<file path="config.mk">
export PLATFORM = sky130hd
export DESIGN_NAME = serial_rx_unit
export DESIGN_NICKNAME = d
export VERILOG_FILES = /design/src/rtl/srx_pkg.sv /design/src/rtl/srx_timer.sv /design/src/rtl/srx_frame.sv /design/src/rtl/srx_flags.sv /design/src/rtl/serial_rx_unit.sv
export SDC_FILE = /design/constraint.sdc
export NUM_CORES = 1
export LEC_CHECK = 0
export CAP_MARGIN = 20
export CORE_UTILIZATION = 55
export CTS_BUF_LIST = sky130_fd_sc_hd__clkbuf_4
export DETAILED_ROUTE_END_ITERATION = 16
export DONT_BUFFER_PORTS = 1
export PLACE_DENSITY = 0.72
export REMOVE_ABC_BUFFERS = 1
export SLEW_MARGIN = 20
export SYNTH_ARGS = -nofsm -noshare
export SYNTH_HDL_FRONTEND = slang
export SYNTH_SLANG_ARGS = --single-unit
</file>
<file path="constraint.sdc">
create_clock -name clk -period 2.6 [get_ports clk]
set_clock_uncertainty 0.15 [all_clocks]
set_input_delay 0.39 -clock clk [delete_from_list [all_inputs] [get_ports clk]]
set_output_delay 0.39 -clock clk [all_outputs]
set_load 0.005 [all_outputs]
</file>
<file path="src/rtl/srx_pkg.sv">
package srx_pkg;
   typedef enum logic [2:0] {
      S_IDLE, S_START, S_DATA, S_STOP, S_HOLD
   } srx_state_t;

   localparam logic [1:0] MD_PLAIN = 2'd0;
   localparam logic [1:0] MD_MPROC = 2'd1;
   localparam logic [1:0] MD_SYNC  = 2'd2;
   localparam logic [1:0] MD_LBUS  = 2'd3;
endpackage

</file>
<file path="src/rtl/srx_timer.sv">
module srx_timer
   import srx_pkg::*;
#(
   parameter int OVS = 4
) (
   input  logic       clk,
   input  logic       rst_n,
   input  logic       tick,
   input  logic       sync,
   input  srx_state_t st,
   output logic       start_chk,
   output logic       bit_stb
);
   localparam int CNW  = $clog2(OVS);
   localparam int CONF = OVS / 2 - 2;

   logic [CNW-1:0] cnt;
   logic           in_start, in_frame;

   assign in_start  = (st == S_START);
   assign in_frame  = (st == S_DATA) || (st == S_STOP);
   assign start_chk = tick && in_start && (cnt == CNW'(CONF));
   assign bit_stb   = sync ? tick
                           : (tick && in_frame && (cnt == CNW'(OVS - 1)));

   always_ff @(posedge clk or negedge rst_n) begin
      if (!rst_n) begin
         cnt <= '0;
      end else if (sync || !(in_start || in_frame)) begin
         cnt <= '0;
      end else if (tick) begin
         if (in_start)
            cnt <= (cnt == CNW'(CONF)) ? '0 : cnt + 1'b1;
         else
            cnt <= (cnt == CNW'(OVS - 1)) ? '0 : cnt + 1'b1;
      end
   end
endmodule

</file>
<file path="src/rtl/srx_frame.sv">
module srx_frame
   import srx_pkg::*;
#(
   parameter int DW = 8
) (
   input  logic          clk,
   input  logic          rst_n,
   input  logic          line,
   input  logic          tick,
   input  logic          sync,
   input  logic          framed,
   input  logic          mproc,
   input  logic          start_chk,
   input  logic          bit_stb,
   output srx_state_t    st,
   output logic          done,
   output logic [DW-1:0] word,
   output logic          adr,
   output logic          ferr
);
   localparam int CW = $clog2(DW + 2);

   logic [DW:0]   shreg;
   logic [CW-1:0] bitcnt;
   logic [CW-1:0] last_idx;
   logic          raw;

   assign raw      = sync && !framed;
   assign last_idx = mproc ? CW'(DW) : CW'(DW - 1);
   assign word     = mproc ? shreg[DW-1:0] : shreg[DW:1];
   assign adr      = mproc ? shreg[DW] : 1'b0;

   always_ff @(posedge clk or negedge rst_n) begin
      if (!rst_n) begin
         st     <= S_IDLE;
         shreg  <= '0;
         bitcnt <= '0;
         done   <= 1'b0;
         ferr   <= 1'b0;
      end else begin
         done <= 1'b0;
         unique case (st)
            S_IDLE: if (tick) begin
               if (raw) begin
                  shreg  <= {line, shreg[DW:1]};
                  bitcnt <= CW'(1);
                  st     <= S_DATA;
               end else if (!line) begin
                  bitcnt <= '0;
                  st     <= sync ? S_DATA : S_START;
               end
            end
            S_START: if (start_chk) st <= line ? S_IDLE : S_DATA;
            S_DATA: if (bit_stb) begin
               shreg <= {line, shreg[DW:1]};
               if (bitcnt == last_idx) begin
                  if (raw) begin
                     done <= 1'b1;
                     ferr <= 1'b0;
                     st   <= S_IDLE;
                  end else begin
                     st <= S_STOP;
                  end
               end else begin
                  bitcnt <= bitcnt + 1'b1;
               end
            end
            S_STOP: if (bit_stb) begin
               done <= 1'b1;
               ferr <= !line;
               st   <= line ? S_IDLE : S_HOLD;
            end
            S_HOLD: if (tick && line) st <= S_IDLE;
            default: st <= S_IDLE;
         endcase
      end
   end
endmodule

</file>
<file path="src/rtl/srx_flags.sv">
module srx_flags
   import srx_pkg::*;
#(
   parameter int DW     = 8,
   parameter bit PAR_EN = 1'b1
) (
   input  logic          clk,
   input  logic          rst_n,
   input  logic          done,
   input  logic [DW-1:0] word,
   input  logic          adr,
   input  logic          ferr,
   input  logic [1:0]    mode,
   input  logic          par_fmt,
   input  logic          par_odd,
   input  logic          rd,
   input  logic          clr,
   output logic [DW-1:0] data_q,
   output logic          ad_q,
   output logic          rdy_q,
   output logic          pe_q,
   output logic          ore_q,
   output logic          fre_q
);
   logic          perr;
   logic          use_par;
   logic [DW-1:0] load_val;

   assign use_par = (mode == MD_PLAIN) && par_fmt;

   generate
      if (PAR_EN) begin : g_par
         assign perr     = use_par && ((^word) ^ par_odd);
         assign load_val = use_par ? {1'b0, word[DW-2:0]} : word;
      end else begin : g_nopar
         assign perr     = 1'b0;
         assign load_val = word;
      end
   endgenerate

   always_ff @(posedge clk or negedge rst_n) begin
      if (!rst_n) begin
         data_q <= '0;
         ad_q   <= 1'b0;
         rdy_q  <= 1'b0;
         pe_q   <= 1'b0;
         ore_q  <= 1'b0;
         fre_q  <= 1'b0;
      end else if (done) begin
         data_q <= load_val;
         ad_q   <= adr;
         rdy_q  <= 1'b1;
         pe_q   <= pe_q | perr;
         ore_q  <= ore_q | (rdy_q & ~rd);
         fre_q  <= fre_q | ferr;
      end else begin
         if (rd) rdy_q <= 1'b0;
         if (clr) begin
            pe_q  <= 1'b0;
            ore_q <= 1'b0;
            fre_q <= 1'b0;
         end
      end
   end
endmodule

</file>
<file path="src/rtl/serial_rx_unit.sv">
module serial_rx_unit
   import srx_pkg::*;
#(
   parameter int DW     = 8,
   parameter int OVS    = 4,
   parameter bit PAR_EN = 1'b1
) (
   input  logic          clk,
   input  logic          rst_n,
   input  logic          rx_line,
   input  logic          smp_tick,
   input  logic [1:0]    mode,
   input  logic          par_fmt,
   input  logic          par_odd,
   input  logic          sync_frm,
   input  logic          rie,
   input  logic          rd_strobe,
   input  logic          err_clr,
   output logic [DW-1:0] rx_data,
   output logic          rdy,
   output logic          pe,
   output logic          ore,
   output logic          fre,
   output logic          ad_bit,
   output logic          irq
);
   generate
      if (DW < 5 || DW > 16) begin : g_bad_dw
         $error("serial_rx_unit: DW must be 5..16");
      end
      if (OVS < 4 || (OVS % 2) != 0) begin : g_bad_ovs
         $error("serial_rx_unit: OVS must be even and at least 4");
      end
   endgenerate

   srx_state_t    st;
   logic          sync, mproc, start_chk, bit_stb, done, adr, ferr;
   logic [DW-1:0] word;

   assign sync  = (mode == MD_SYNC);
   assign mproc = (mode == MD_MPROC);

   srx_timer #(.OVS(OVS)) u_timer (
      .clk(clk), .rst_n(rst_n), .tick(smp_tick), .sync(sync), .st(st),
      .start_chk(start_chk), .bit_stb(bit_stb)
   );

   srx_frame #(.DW(DW)) u_frame (
      .clk(clk), .rst_n(rst_n), .line(rx_line), .tick(smp_tick), .sync(sync),
      .framed(sync_frm), .mproc(mproc), .start_chk(start_chk),
      .bit_stb(bit_stb), .st(st), .done(done), .word(word), .adr(adr),
      .ferr(ferr)
   );

   srx_flags #(.DW(DW), .PAR_EN(PAR_EN)) u_flags (
      .clk(clk), .rst_n(rst_n), .done(done), .word(word), .adr(adr),
      .ferr(ferr), .mode(mode), .par_fmt(par_fmt), .par_odd(par_odd),
      .rd(rd_strobe), .clr(err_clr), .data_q(rx_data), .ad_q(ad_bit),
      .rdy_q(rdy), .pe_q(pe), .ore_q(ore), .fre_q(fre)
   );

   assign irq = rie & (rdy | pe | ore | fre);
endmodule

</file>
==> metrics.yaml, run 1 <==
run_status:
  run_status: "complete, no violations"
pwr:
  power.density_cell_area_nw_per_um2: 891
  irDropWorstVdd_v: 0.000433
  p_leak_nw: 0.873
  report.power.total_mw: 1.76
critical_path:
  worst_ep_arrival_ns: 2.25
  worstSetupEndpoint: "u_frame.bitcnt[0]"
  crit_required_ns: 2.68
  worstSetupPathDepth: 6
  reg2regPathDepth: 6
  cp.buffers_inverters: 1
  timing.critical_path.max_delay_family: "compound AO/OA/AOI/OAI gates"
  timing.critical_path.from_type: "register"
  ff2ff_setup_slack_ns: 0.44
  critical_path.slowest_cell: "a2111oi_0"
  timing.critical_path.slowest_cell_delay_ns: 0.62
  cp_cell_sequence: "ha_1, inv_1, a2111oi_0, a41oi_1, a21o_1, a22o_1"
  worst_r2r_startpoint: "u_timer.cnt[0]"
  cp-end-kind: "register"
  worst-setup-path-type: "reg -> reg"
  worst_r2r_endpoint: "u_frame.bitcnt[0]"
  crit_path_start: "u_timer.cnt[0]"
  worstPathMaxFanout: 4
logic_synthesis:
  seq_area_frac_synth_pct: 45.1
  synthMuxAreaShare_pct: 12.8
  synthCells: 182
  synthXorXnorAreaFrac_pct: 4.10
  avgSynthCellArea_um2: 10.1
  yosysWarnings: 0
  simple_gate_share_of_the_synthesized_area_pct: 14.1
  largest_family_of_logic_cells_by_synthesized_area: "compound AO/OA/AOI/OAI gates"
  synth.cell_area_um2: 1830
  synth_compound_area_share_pct: 16.6
  synth_edf_count: 0
  distinct_cell_type_count_of_the_synthesized_netlist: 47
  ys_async_sr_fraction_pct: 100
  synth-seq-cells: 33
  synth_fa_ha_area_share_pct: 2.73
  synthFlopType: "dfrtp_1"
grt:
  grt_pass1_wl_mm: 5.87
  track_usage_pct: 22.6
  antenna_found_initial: 0
  grt_pass1_vias: 1296
  grt-ovfl-total: 0
  pin_count_of_the_biggest_net_entering_global_routing: 34
floorplan:
  die-area_um2: 3560
  initial_core_util_pct: 59.0
  die_height_um: 59.7
  floorplan.rows: 20
  ports: 26
  die_w_um: 59.7
  floorplan.core_area_um2: 3100
clock_tree:
  clock_network_latency_to_the_later_pin_of_the_worst_skew_pair_ns: 0.33
  h-tree-depth: 2
  clk_pin_slew_ns: 0.10
  clockRootBuffer: "clkbuf_4"
  tritoncts: "built"
  ctsResizeCount: 0
  cts.path.max_buffers: 2
  clock-sinks: 33
  cts_inserted_buffers: 5
final_layout:
  final_core_utilization_pct: 63.7
  final_nets: 201
  drive_above_1_share_pct: 14.5
  antenna_cells: 0
  syn2layout_area_growth_pct: 7.93
  finish.instance_area_um2: 1980
sta:
  min_period_ns: 2.16
  report.final.slew_viol_count: 0
  setup_tns_ns: 0
  setup_viol_count_final: 0
  setup_ws_ns: 0.438
  unrepaired_setup_endpoints_after_global_routing: "false"
  timing.fmax_ghz: 0.462
  report.final.hold_viol_count: 0
  period_share_pct: 83.2
  relSlewSlack_pct: 53.5
  transition_time_at_the_pin_with_the_least_slew_margin_ns: 0.680
detailed_routing:
  drt_pre_antenna_iters: 4
  viasPerCell: 6.04
  antenna_viol_nets_final: 0
  vias: 1389
  dr.first_iter.drc_count: 54
  post-route-drc-count: 0
  dr_wl_cell_um: 15.6
  finalWirelength_mm: 3.58
placement:
  numPortBuffers: 0
  detailed_place.area_um2: 1850
  place.detailed.hpwl_mm: 2.52
  globalplace.congestion: 0.819
  placement.setup.worst_slack_ns: 0.523
flow_run:
  cap_violations: 0
min_path:
  hp-class: "in -> reg"
==> power by group <==
group          total [mW]  internal [mW]  switching [mW]
Clock               0.388          0.211           0.177
Combinational       0.556          0.327           0.229
Sequential          0.816          0.649           0.166
Total                1.76           1.19           0.572
==> cell type report <==
| class | instances | area, um2 |
|---|---|---|
| inverters | 10 | 37.5 |
| flip-flops and latches | 33 | 826 |
| clock inverters | 2 | 33.8 |
| repair buffers | 5 | 57.6 |
| well taps | 44 | 55.1 |
| fillers | 270 | 1130 |
| clock buffers | 6 | 45.0 |
| multi-input cells | 130 | 921 |
==> logic make-up after synthesis <==
kind of cell,count (synthesis)
multiplexers,22
AO/OA/AOI/OAI,45
adder cells (fa/ha/maj),4
buffers and inverters,19
AND/OR/NAND/NOR,52
XOR/XNOR,7
flip-flops,33
==> stage by stage <==
step | cells | hold slack, ns
after floorplan | 173 | -0.0556
after global placement | 218 | -0.0547
after detailed placement | 218 | -0.0549
after CTS | 230 | 0.0447
after global routing | 230 | 0.0430
final | 230 | 0.0614
==> cell usage in the layout (no fill, tap or decap), drive strengths merged, types with 2 or more instances in the layout <==
cell type,count
a2111oi,2
a21o,2
a21oi,14
a221oi,2
a31oi,2
a41oi,2
buf,2
clkbuf,6
clkinv,2
dfrtp,33
dlygate4sd3,3
ha,4
inv,9
mux2,11
mux2i,11
nand2,11
nand2b,2
nand3,8
nand4,2
nor2,16
nor2b,2
nor3,3
o21ai,13
o22ai,2
or3,3
xnor2,6
==> repair_timing <==
| action | in CTS | in global routing |
|---|---|---|
| hold buffers | 4 | 0 |
| setup buffers | 0 | 0 |
| endpoints found under the hold margin | 35 | 0 |
==> flip-flops by register name, indices dropped and copies added (netlist names) <==
| signal | flops |
|---|---|
| u_flags.rdy_q | 1 |
| u_flags.pe_q | 1 |
| u_frame.shreg | 9 |
| u_flags.ore_q | 1 |
| u_flags.ad_q | 1 |
| u_flags.data_q | 8 |
| u_frame.ferr | 1 |
| u_timer.cnt | 2 |
| u_frame.st | 3 |
| u_flags.fre_q | 1 |
| u_frame.done | 1 |
| u_frame.bitcnt | 4 |
==> how the worst min path moves through the flow <==
stage | startpoint | to | slack [ns] | cells after the start
finish | smp_tick | u_timer.cnt[0] | 0.06 | 2
global route | rx_line | u_frame.shreg[8] | 0.04 | 1
CTS | smp_tick | u_timer.cnt[0] | 0.04 | 2
detailed placement | rst_n | u_flags.fre_q | -0.05 | 0
global placement | rst_n | u_frame.ferr | -0.05 | 0
floorplan | rst_n | u_flags.ad_q | -0.06 | 0
==> cells in the mapped netlist (6+ instances only) <==
master / n / share of area (%)
a21oi_1: 13 / 3.6
dfrtp_1: 33 / 45
inv_1: 9 / 1.8
mux2_2: 9 / 5.5
mux2i_1: 11 / 6.0
nand2_1: 11 / 2.3
nand3_1: 7 / 1.9
nor2_1: 16 / 3.3
o21ai_0: 10 / 2.7
xnor2_1: 6 / 2.9
==> routing by layer <==
| layer | global-route usage, % | part of all wire (%) |
|---|---|---|
| met1 | 30.3 | 47 |
| met2 | 34.4 | 45 |
| met3 | 6.93 | 5.4 |
| met4 | 8.64 | 1.8 |
| met5 | 0 | 0 |
==> worst register-to-register path, stage by stage, from the launching register on <==
cell and delay [ns]:
dfrtp_1 0.40, ha_1 0.22, inv_1 0.07, a2111oi_0 0.62, a41oi_1 0.16, a21o_1 0.22
a22o_1 0.23
Note: power is estimated with default switching activity, not from simulation.
==> run 2: changes to the inputs <==
--- a/config.mk
+++ b/config.mk
@@ -5,6 +5,7 @@
 export SDC_FILE = /design/constraint.sdc
 export NUM_CORES = 1
 export LEC_CHECK = 0
+export ABC_AREA = 1
 export CAP_MARGIN = 20
 export CORE_UTILIZATION = 55
 export CTS_BUF_LIST = sky130_fd_sc_hd__clkbuf_4
==> constraint.sdc (replaced) <==
create_clock -name clk -period 2.3 [get_ports clk]
set_clock_uncertainty 0.15 [all_clocks]
set_input_delay 0.345 -clock clk [delete_from_list [all_inputs] [get_ports clk]]
set_output_delay 0.345 -clock clk [all_outputs]
set_load 0.005 [all_outputs]
==> run 2 against run 1 <==
  * Fmax increased by 22%
  * Combinational power increased by 70%
  * Routed wire length increased by 2.6%
  * Power increased by 32%
  * Final cell count increased by 35%
  * Cell area increased by 6.0%
  * Largest power group unchanged
==> metrics.yaml, run 2 <==
critical_path:
  reg2regPathDepth: 8  # +2
  critical_path.slowest_cell: "dfrtp_1"
  ff2ff_setup_slack_ns: 0.53  # +0.10 ns
  worst_ep_arrival_ns: 1.84  # -0.41 ns
  worst_r2r_startpoint: "u_frame.st[2]"
  crit_path_start: "u_frame.st[2]"
  timing.critical_path.mode_cell: "nand2_1"
  worst-setup-path-type: "reg -> reg"
  timing.critical_path.slowest_cell_delay_ns: 0.43  # -0.19 ns
  worstSetupPathDepth: 8  # +2
  worst_r2r_endpoint: "u_frame.st[0]"
  cp.buffers_inverters: 2  # +1
  cp-end-kind: "register"
  timing.critical_path.max_delay_family: "simple AND/OR/NAND/NOR gates"
  cp_cell_sequence: "inv_2, nand2_1, nor2_4, inv_1, o21ai_0, nor2_1, nand2_1, nand2_1"
  timing.critical_path.from_type: "register"
  crit_required_ns: 2.38  # -0.30 ns
  worstPathMaxFanout: 8  # +4
final_layout:
  largest_reg_flops: 9  # unchanged
  antenna_cells: 0  # unchanged
  finish.instance_area_um2: 2090  # +6.0%
  final_common_cell: "nand2_1"
  multiInputGateArea_um2: 975  # +5.8%
  biggest_regs: "u_frame.shreg (9), u_flags.data_q (8), u_frame.bitcnt (4)"
  top_register: "u_frame.shreg"
  drive_above_1_share_pct: 13.3  # -1.3 points
  nFillCells: 305  # +13%
  final-instance-count-excl-fill: 310  # +35%
  final_cell_mix: "91 x nand2_1, 33 x dfrtp_1, 27 x inv_1, 16 x nand3_1, 14 x o21ai_0"
  syn2layout_area_growth_pct: 6.15
  regArea_um2: 826  # unchanged
  final_nets: 279  # +39%
detailed_routing:
  dr_wl_cell_um: 11.8  # -24%
  antenna_viol_nets_final: 0  # unchanged
  viasPerCell: 5.13  # -15%
  vias: 1590  # +14%
  finalWirelength_mm: 3.67  # +2.6%
  dr.first_iter.drc_count: 112  # +110%
  drt_pre_antenna_iters: 4  # unchanged
  post-route-drc-count: 0  # unchanged
clock_tree:
  clockRootBuffer: "clkbuf_4"
  clock-sinks: 33  # unchanged
  ctsResizeCount: 0  # unchanged
  h-tree-depth: 2  # unchanged
  clock_network_latency_to_the_later_pin_of_the_worst_skew_pair_ns: 0.34  # about the same
  cts.path.max_buffers: 2  # unchanged
  cts_inserted_buffers: 5  # unchanged
  clk_pin_slew_ns: 0.09  # about the same
  tritoncts: "built"
logic_synthesis:
  seq_area_frac_synth_pct: 41.9  # -3.2 points
  synthCells: 258  # +42%
  yosysWarnings: 0  # unchanged
  distinct_cell_type_count_of_the_synthesized_netlist: 33  # -30%
  synth_top_area_share_pct: 41.9  # -3.2 points
  synthFlopType: "dfrtp_1"
  yosysTopAreaCell: "dfrtp_1"
  synthMostInstantiatedCell: "nand2_1"
  synth-seq-cells: 33  # unchanged
  synth.top_cells.by_count: "91 x nand2_1, 33 x dfrtp_1, 27 x inv_1, 16 x nand3_1, 14 x o21ai_0"
  synth_edf_count: 0  # unchanged
  synth.cell_area_um2: 1970  # +7.7%
  avgSynthCellArea_um2: 7.64  # -24%
  ys_top_cells_by_area: "dfrtp_1 42%, nand2_1 17%, inv_1 5.1%"
  ys_async_sr_fraction_pct: 100  # unchanged
floorplan:
  initial_core_util_pct: 58.2  # -0.82 points
  die_height_um: 61.9  # +3.7%
  die_w_um: 61.9  # +3.7%
  ports: 26  # unchanged
  die-area_um2: 3830  # +7.5%
  floorplan.core_area_um2: 3390  # +9.2%
  floorplan.rows: 21  # +5.0%
sta:
  setup_tns_ns: 0  # unchanged
  period_share_pct: 76.8  # -6.4 points
  timing.fmax_ghz: 0.566  # +22%
  unrepaired_setup_endpoints_after_global_routing: "false"
  min_period_ns: 1.77  # -0.396 ns
  report.final.slew_viol_count: 0  # unchanged
  transition_time_at_the_pin_with_the_least_slew_margin_ns: 0.496  # -0.184 ns
  setup_viol_count_final: 0  # unchanged
  relSlewSlack_pct: 66.7  # +13 points
  report.final.hold_viol_count: 0  # unchanged
min_path:
  hold_end: "u_timer.cnt[1]"
  hp-class: "in -> reg"
  min_path_cells: 2  # unchanged
  holdCritStartpoint: "smp_tick"
placement:
  detailed_place.area_um2: 1980  # +7.5%
  globalplace.congestion: 0.842  # +2.7%
  numPlacedInstances: 300  # +38%
  place.detailed.hpwl_mm: 2.64  # +4.8%
  numPortBuffers: 0  # unchanged
grt:
  track_usage_pct: 22.3  # -0.34 points
  pin_count_of_the_biggest_net_entering_global_routing: 34  # unchanged
  grt_pass1_wl_mm: 6.07  # +3.4%
  antenna_found_initial: 0  # unchanged
  grt_pass1_vias: 1372  # +5.9%
  grt-ovfl-total: 0  # unchanged
pwr:
  p_leak_nw: 1.10  # +26%
  power.density_cell_area_nw_per_um2: 1110  # +25%
  report.power.total_mw: 2.32  # +32%
  irDropWorstVdd_v: 0.000452  # +4.3%
flow_run:
  cap_violations: 0  # unchanged
run_status:
  run_status: "complete, no violations"
## run 2: changes by cell type after synthesis, sizes merged, moves of 3 or more
cell    previous run  this run
clkbuf             4         1
mux2i             11         0
nand3              8        17
inv                9        32
or3                3         0
mux2              11         0
nand2             11        98
xnor2              6         0
a21oi             14         7
o31ai              0         3
o21ai             13        31
## run 2: per-layer routing
layer / global-route usage [%] / up-vias / share of wire, %
met4: 7.30 / 0 / 1.1
met2: 34.4 / 40 / 46
met5: 0 / - / 0
met1: 29.2 / 703 / 47
li1: - / 841 / -
met3: 8.07 / 6 / 6.3
## run 2: cell type report
cell class	instances	area share, %
multi-input combinational	188	46.6
tap	46	2.75
timing repair buffer	2	1.43
sequential	33	39.5
clock buffer	6	2.15
clock inverter	2	1.61
inverter	33	6.04
## run 2: how the worst max path moves through the flow
stage	slack, ns	to
after global placement	0.60	u_frame.shreg[5]
final	0.53	u_frame.st[0]
after floorplan	0.71	u_frame.shreg[5]
after global routing	0.38	u_frame.st[0]
after detailed placement	0.58	u_frame.shreg[5]
after CTS	0.56	u_frame.shreg[5]
## run 2: worst reg2reg max path, cell delays in order, from the launching register on
cell and delay [ns]:
dfrtp_1 0.43, inv_2 0.09, nand2_1 0.12, nor2_4 0.22
inv_1 0.13, o21ai_0 0.31, nor2_1 0.11, nand2_1 0.07
nand2_1 0.05
## run 2: metrics by stage
stage	hold slack, ns	utilization [%]	worst slack [ns]
floorplan	-0.101	-	0.705
global placement	-0.0999	58.5	0.598
detailed placement	-0.0998	58.5	0.576
CTS	0.00913	61.8	0.560
global route	0.0335	61.8	0.382
finish	0.0177	61.8	0.533
## run 2: cell families after synthesis
kind of cell / after synthesis / synth area share (%)
AOI/OAI and AO/OA: 47 / 16.0
buffers and inverters: 37 / 8.69
adders and majority gates: 4 / 2.54
and+or+nand+nor: 135 / 30.0
xor gates and xnor gates: 2 / 0.888
DFF: 33 / 41.9
## run 2: repair_timing
| action | 4_1_cts | 5_1_grt |
|---|---|---|
| hold buffers | 2 | 0 |
| buffers inserted | 0 | 0 |
| hold endpoints to repair | 33 | 0 |
| endpoints found under the setup margin | 0 | 0 |
## run 2: report_power, final
group          leakage [nW]  internal (mW)  switching, mW
clock                0.0433          0.238          0.192
sequential            0.418          0.772          0.177
combinational         0.636          0.341          0.604
total                  1.10           1.35          0.973
==> run 3: changes to the inputs <==
--- a/config.mk
+++ b/config.mk
@@ -11,7 +11,7 @@
 export CTS_BUF_LIST = sky130_fd_sc_hd__clkbuf_4
 export DETAILED_ROUTE_END_ITERATION = 16
 export DONT_BUFFER_PORTS = 1
-export PLACE_DENSITY = 0.72
+export PLACE_DENSITY = 0.75
 export REMOVE_ABC_BUFFERS = 1
 export SLEW_MARGIN = 20
 export SYNTH_ARGS = -nofsm -noshare
==> constraint.sdc (replaced) <==
create_clock -name clk -period 1.57 [get_ports clk]
set_clock_uncertainty 0.15 [all_clocks]
set_input_delay 0.2355 -clock clk [delete_from_list [all_inputs] [get_ports clk]]
set_output_delay 0.2355 -clock clk [all_outputs]
set_load 0.005 [all_outputs]
==> run 3 against run 2 <==
  * The flow now finishes with violations (negative hold slack, negative setup slack)
  * Global-route usage is 2.1 points higher
  * Non-clock buffer count up 39
  * Sequential share of layout area down 6.9 points
  * Clock-buffer cell count is the same
  * Cell area grew 21%
  * First-iteration DRC count is 18% higher
  * Die area is the same
  * Worst hold slack got worse by 0.025 ns
  * Sequential cell count is the same
  * Critical path type unchanged
  * Largest cell class unchanged
  * Largest power group is now combinational logic
  * Highest routed layer unchanged
==> metrics.yaml, run 3 (synthesis gave the netlist of run 2 again) <==
sta:
  unrepaired_setup_endpoints_after_global_routing: "true"
  report.final.hold_viol_count: 1  # +1
  setup_viol_count_final: 19  # +19
  holdWs_ns: -0.00750  # -0.0252 ns
  timing.fmax_ghz: 0.576  # +1.7%
  report.final.slew_viol_count: 0  # unchanged
  period_share_pct: 111  # +34 points
  setup_ws_ns: -0.167  # -0.700 ns
  transition_time_at_the_pin_with_the_least_slew_margin_ns: 0.335  # -0.162 ns
  relSlewSlack_pct: 77.6  # +11 points
  setup_tns_ns: -2.00  # -2.00 ns
  min_period_ns: 1.74  # -0.0296 ns
detailed_routing:
  finalWirelength_mm: 4.81  # +31%
  vias: 1870  # +18%
  drt_pre_antenna_iters: 4  # unchanged
  viasPerCell: 5.33  # +3.9%
  antenna_viol_nets_final: 0  # unchanged
  dr_wl_cell_um: 13.7  # +16%
  dr.first_iter.drc_count: 132  # +18%
  post-route-drc-count: 0  # unchanged
final_layout:
  finish.instance_area_um2: 2540  # +21%
  syn2layout_area_growth_pct: 28.9
  antenna_cells: 0  # unchanged
  final-instance-count-excl-fill: 351  # +13%
  largest_reg_flops: 9  # unchanged
  top_register: "u_frame.shreg"
  final_nets: 320  # +15%
  final_common_cell: "nand2_1"
  final_cell_mix: "82 x nand2_1, 32 x dfrtp_1, 31 x buf_4, 22 x inv_1, 14 x nand2_2"
  drive_above_1_share_pct: 32.5  # +19 points
  biggest_regs: "u_frame.shreg (9), u_flags.data_q (8), u_frame.bitcnt (4)"
floorplan:
  floorplan.rows: 21  # unchanged
  floorplan.core_area_um2: 3390  # unchanged
  initial_core_util_pct: 58.2  # unchanged
  ports: 26  # unchanged
  die-area_um2: 3830  # unchanged
  die_height_um: 61.9  # unchanged
  die_w_um: 61.9  # unchanged
grt:
  grt_pass1_wl_mm: 6.64  # +9.5%
  antenna_found_initial: 0  # unchanged
  pin_count_of_the_biggest_net_entering_global_routing: 34  # unchanged
  track_usage_pct: 24.4  # +2.1 points
  grt_pass1_vias: 1599  # +17%
  grt-ovfl-total: 0  # unchanged
critical_path:
  timing.critical_path.max_delay_family: "compound AO/OA/AOI/OAI gates"
  worstSetupPathDepth: 9  # +1
  cp_cell_sequence: "ha_2, inv_2, o21ai_2, nand2_2, a21oi_4, buf_6, o21ai_4, nand2_1, o21ai_1"
  ff2ff_setup_slack_ns: -0.17  # -0.70 ns
  crit_path_start: "u_timer.cnt[1]"
  worst_r2r_startpoint: "u_timer.cnt[1]"
  cp.buffers_inverters: 2  # unchanged
  reg2regPathDepth: 9  # +1
  cp-end-kind: "register"
  timing.critical_path.slowest_cell_delay_ns: 0.38  # -0.05 ns
  timing.critical_path.from_type: "register"
  crit_required_ns: 1.64  # -0.74 ns
  worstPathMaxFanout: 5  # -3
  worst_r2r_endpoint: "u_frame.shreg[0]"
  worst_ep_arrival_ns: 1.81  # -0.03 ns
  critical_path.slowest_cell: "dfrtp_1"
  worstSetupEndpoint: "u_frame.shreg[0]"
  worst-setup-path-type: "reg -> reg"
placement:
  detailed_place.area_um2: 2150  # +8.3%
  numPortBuffers: 0  # unchanged
  numPlacedInstances: 322  # +7.3%
  globalplace.congestion: 0.825  # -1.9%
  place.detailed.hpwl_mm: 2.95  # +12%
pwr:
  power.density_cell_area_nw_per_um2: 1690  # +52%
  p_leak_nw: 1.30  # +18%
  irDropWorstVdd_v: 0.000998  # +120%
clock_tree:
  cts.path.max_buffers: 2  # unchanged
  clk_pin_slew_ns: 0.11  # +0.02 ns
  clockRootBuffer: "clkbuf_4"
  h-tree-depth: 2  # unchanged
  tritoncts: "built"
  cts_inserted_buffers: 5  # unchanged
  clock-sinks: 33  # unchanged
  clock_network_latency_to_the_later_pin_of_the_worst_skew_pair_ns: 0.35  # about the same
run_status:
  violations: "negative hold slack, negative setup slack"
  run_status: "finished, violations left"
min_path:
  hp-class: "in -> reg"
flow_run:
  cap_violations: 0  # unchanged
## run 3: changes by cell type in the layout (fill, tap and decap cells not counted), moves of 5 or more
cell           change
nand2_2            +9
dlygate4sd3_1      +5
o21ai_0            -5
nand3_1            -5
inv_1              -5
buf_4             +31
nand2_1            -9
## run 3: repair_timing
| action | 4_1_cts | 5_1_grt |
|---|---|---|
| setup buffers | 5 | 7 |
| gates cloned | 2 | 0 |
| gates resized for setup | 6 | 35 |
| pin swaps | 2 | 13 |
| hold buffers | 6 | 1 |
| setup endpoints to repair | 16 | 20 |
| hold endpoints to repair | 39 | 1 |
## run 3: metal layers
| metal | up-vias | part of all wire [%] | routed length (um) | global-route usage [%] |
|---|---|---|---|---|
| li1 | 928 | - | - | - |
| met1 | 853 | 43 | 2050 | 28.9 |
| met2 | 75 | 49 | 2340 | 40.7 |
| met3 | 14 | 6.2 | 299 | 7.25 |
| met4 | 0 | 2.5 | 121 | 11.1 |
| met5 | - | 0 | 0 | 0 |
## run 3: power by group
| group | total, mW | leakage (nW) | switching [mW] | internal (mW) |
|---|---|---|---|---|
| registers | 1.37 | 0.417 | 0.241 | 1.13 |
| clock network | 0.647 | 0.0433 | 0.298 | 0.349 |
| logic | 2.27 | 0.840 | 1.28 | 0.991 |
## run 3: worst reg2reg max path, stage by stage (launching register included)
cell	delay, ns
dfrtp_1	0.38
ha_2	0.21
inv_2	0.04
o21ai_2	0.12
nand2_2	0.12
a21oi_4	0.20
buf_6	0.16
o21ai_4	0.09
nand2_1	0.09
o21ai_1	0.07
## run 3: area by class of cell
type	instances	area, um2
timing repair buffer	41	347
fill	236	848
clock inverter	2	33.8
tap	46	57.6
clock buffer	6	45.0
sequential	33	827
multi-input combinational	190	1100
inverter	33	129
## run 3: worst min-delay path by stage
stage | start | endpoint | depth (start not counted)
2_1_floorplan | rst_n | u_flags.ad_q | 0
3_3_place_gp | rst_n | u_flags.data_q[2] | 0
3_5_place_dp | rst_n | u_flags.data_q[3] | 0
4_1_cts | rx_line | u_frame.shreg[8] | 2
5_1_grt | rx_line | u_frame.shreg[8] | 2
6_report | smp_tick | u_timer.cnt[0] | 3
## run 3: metrics by stage
stage	power [mW]	worst slack (ns)	util, %
2_1_floorplan	2.50	-0.0246	-
6_report	4.29	-0.167	75.0
3_3_place_gp	2.97	-0.00624	63.4
3_5_place_dp	3.04	-0.0855	63.4
5_1_grt	4.63	-0.231	75.0
4_1_cts	3.91	-0.0747	70.3
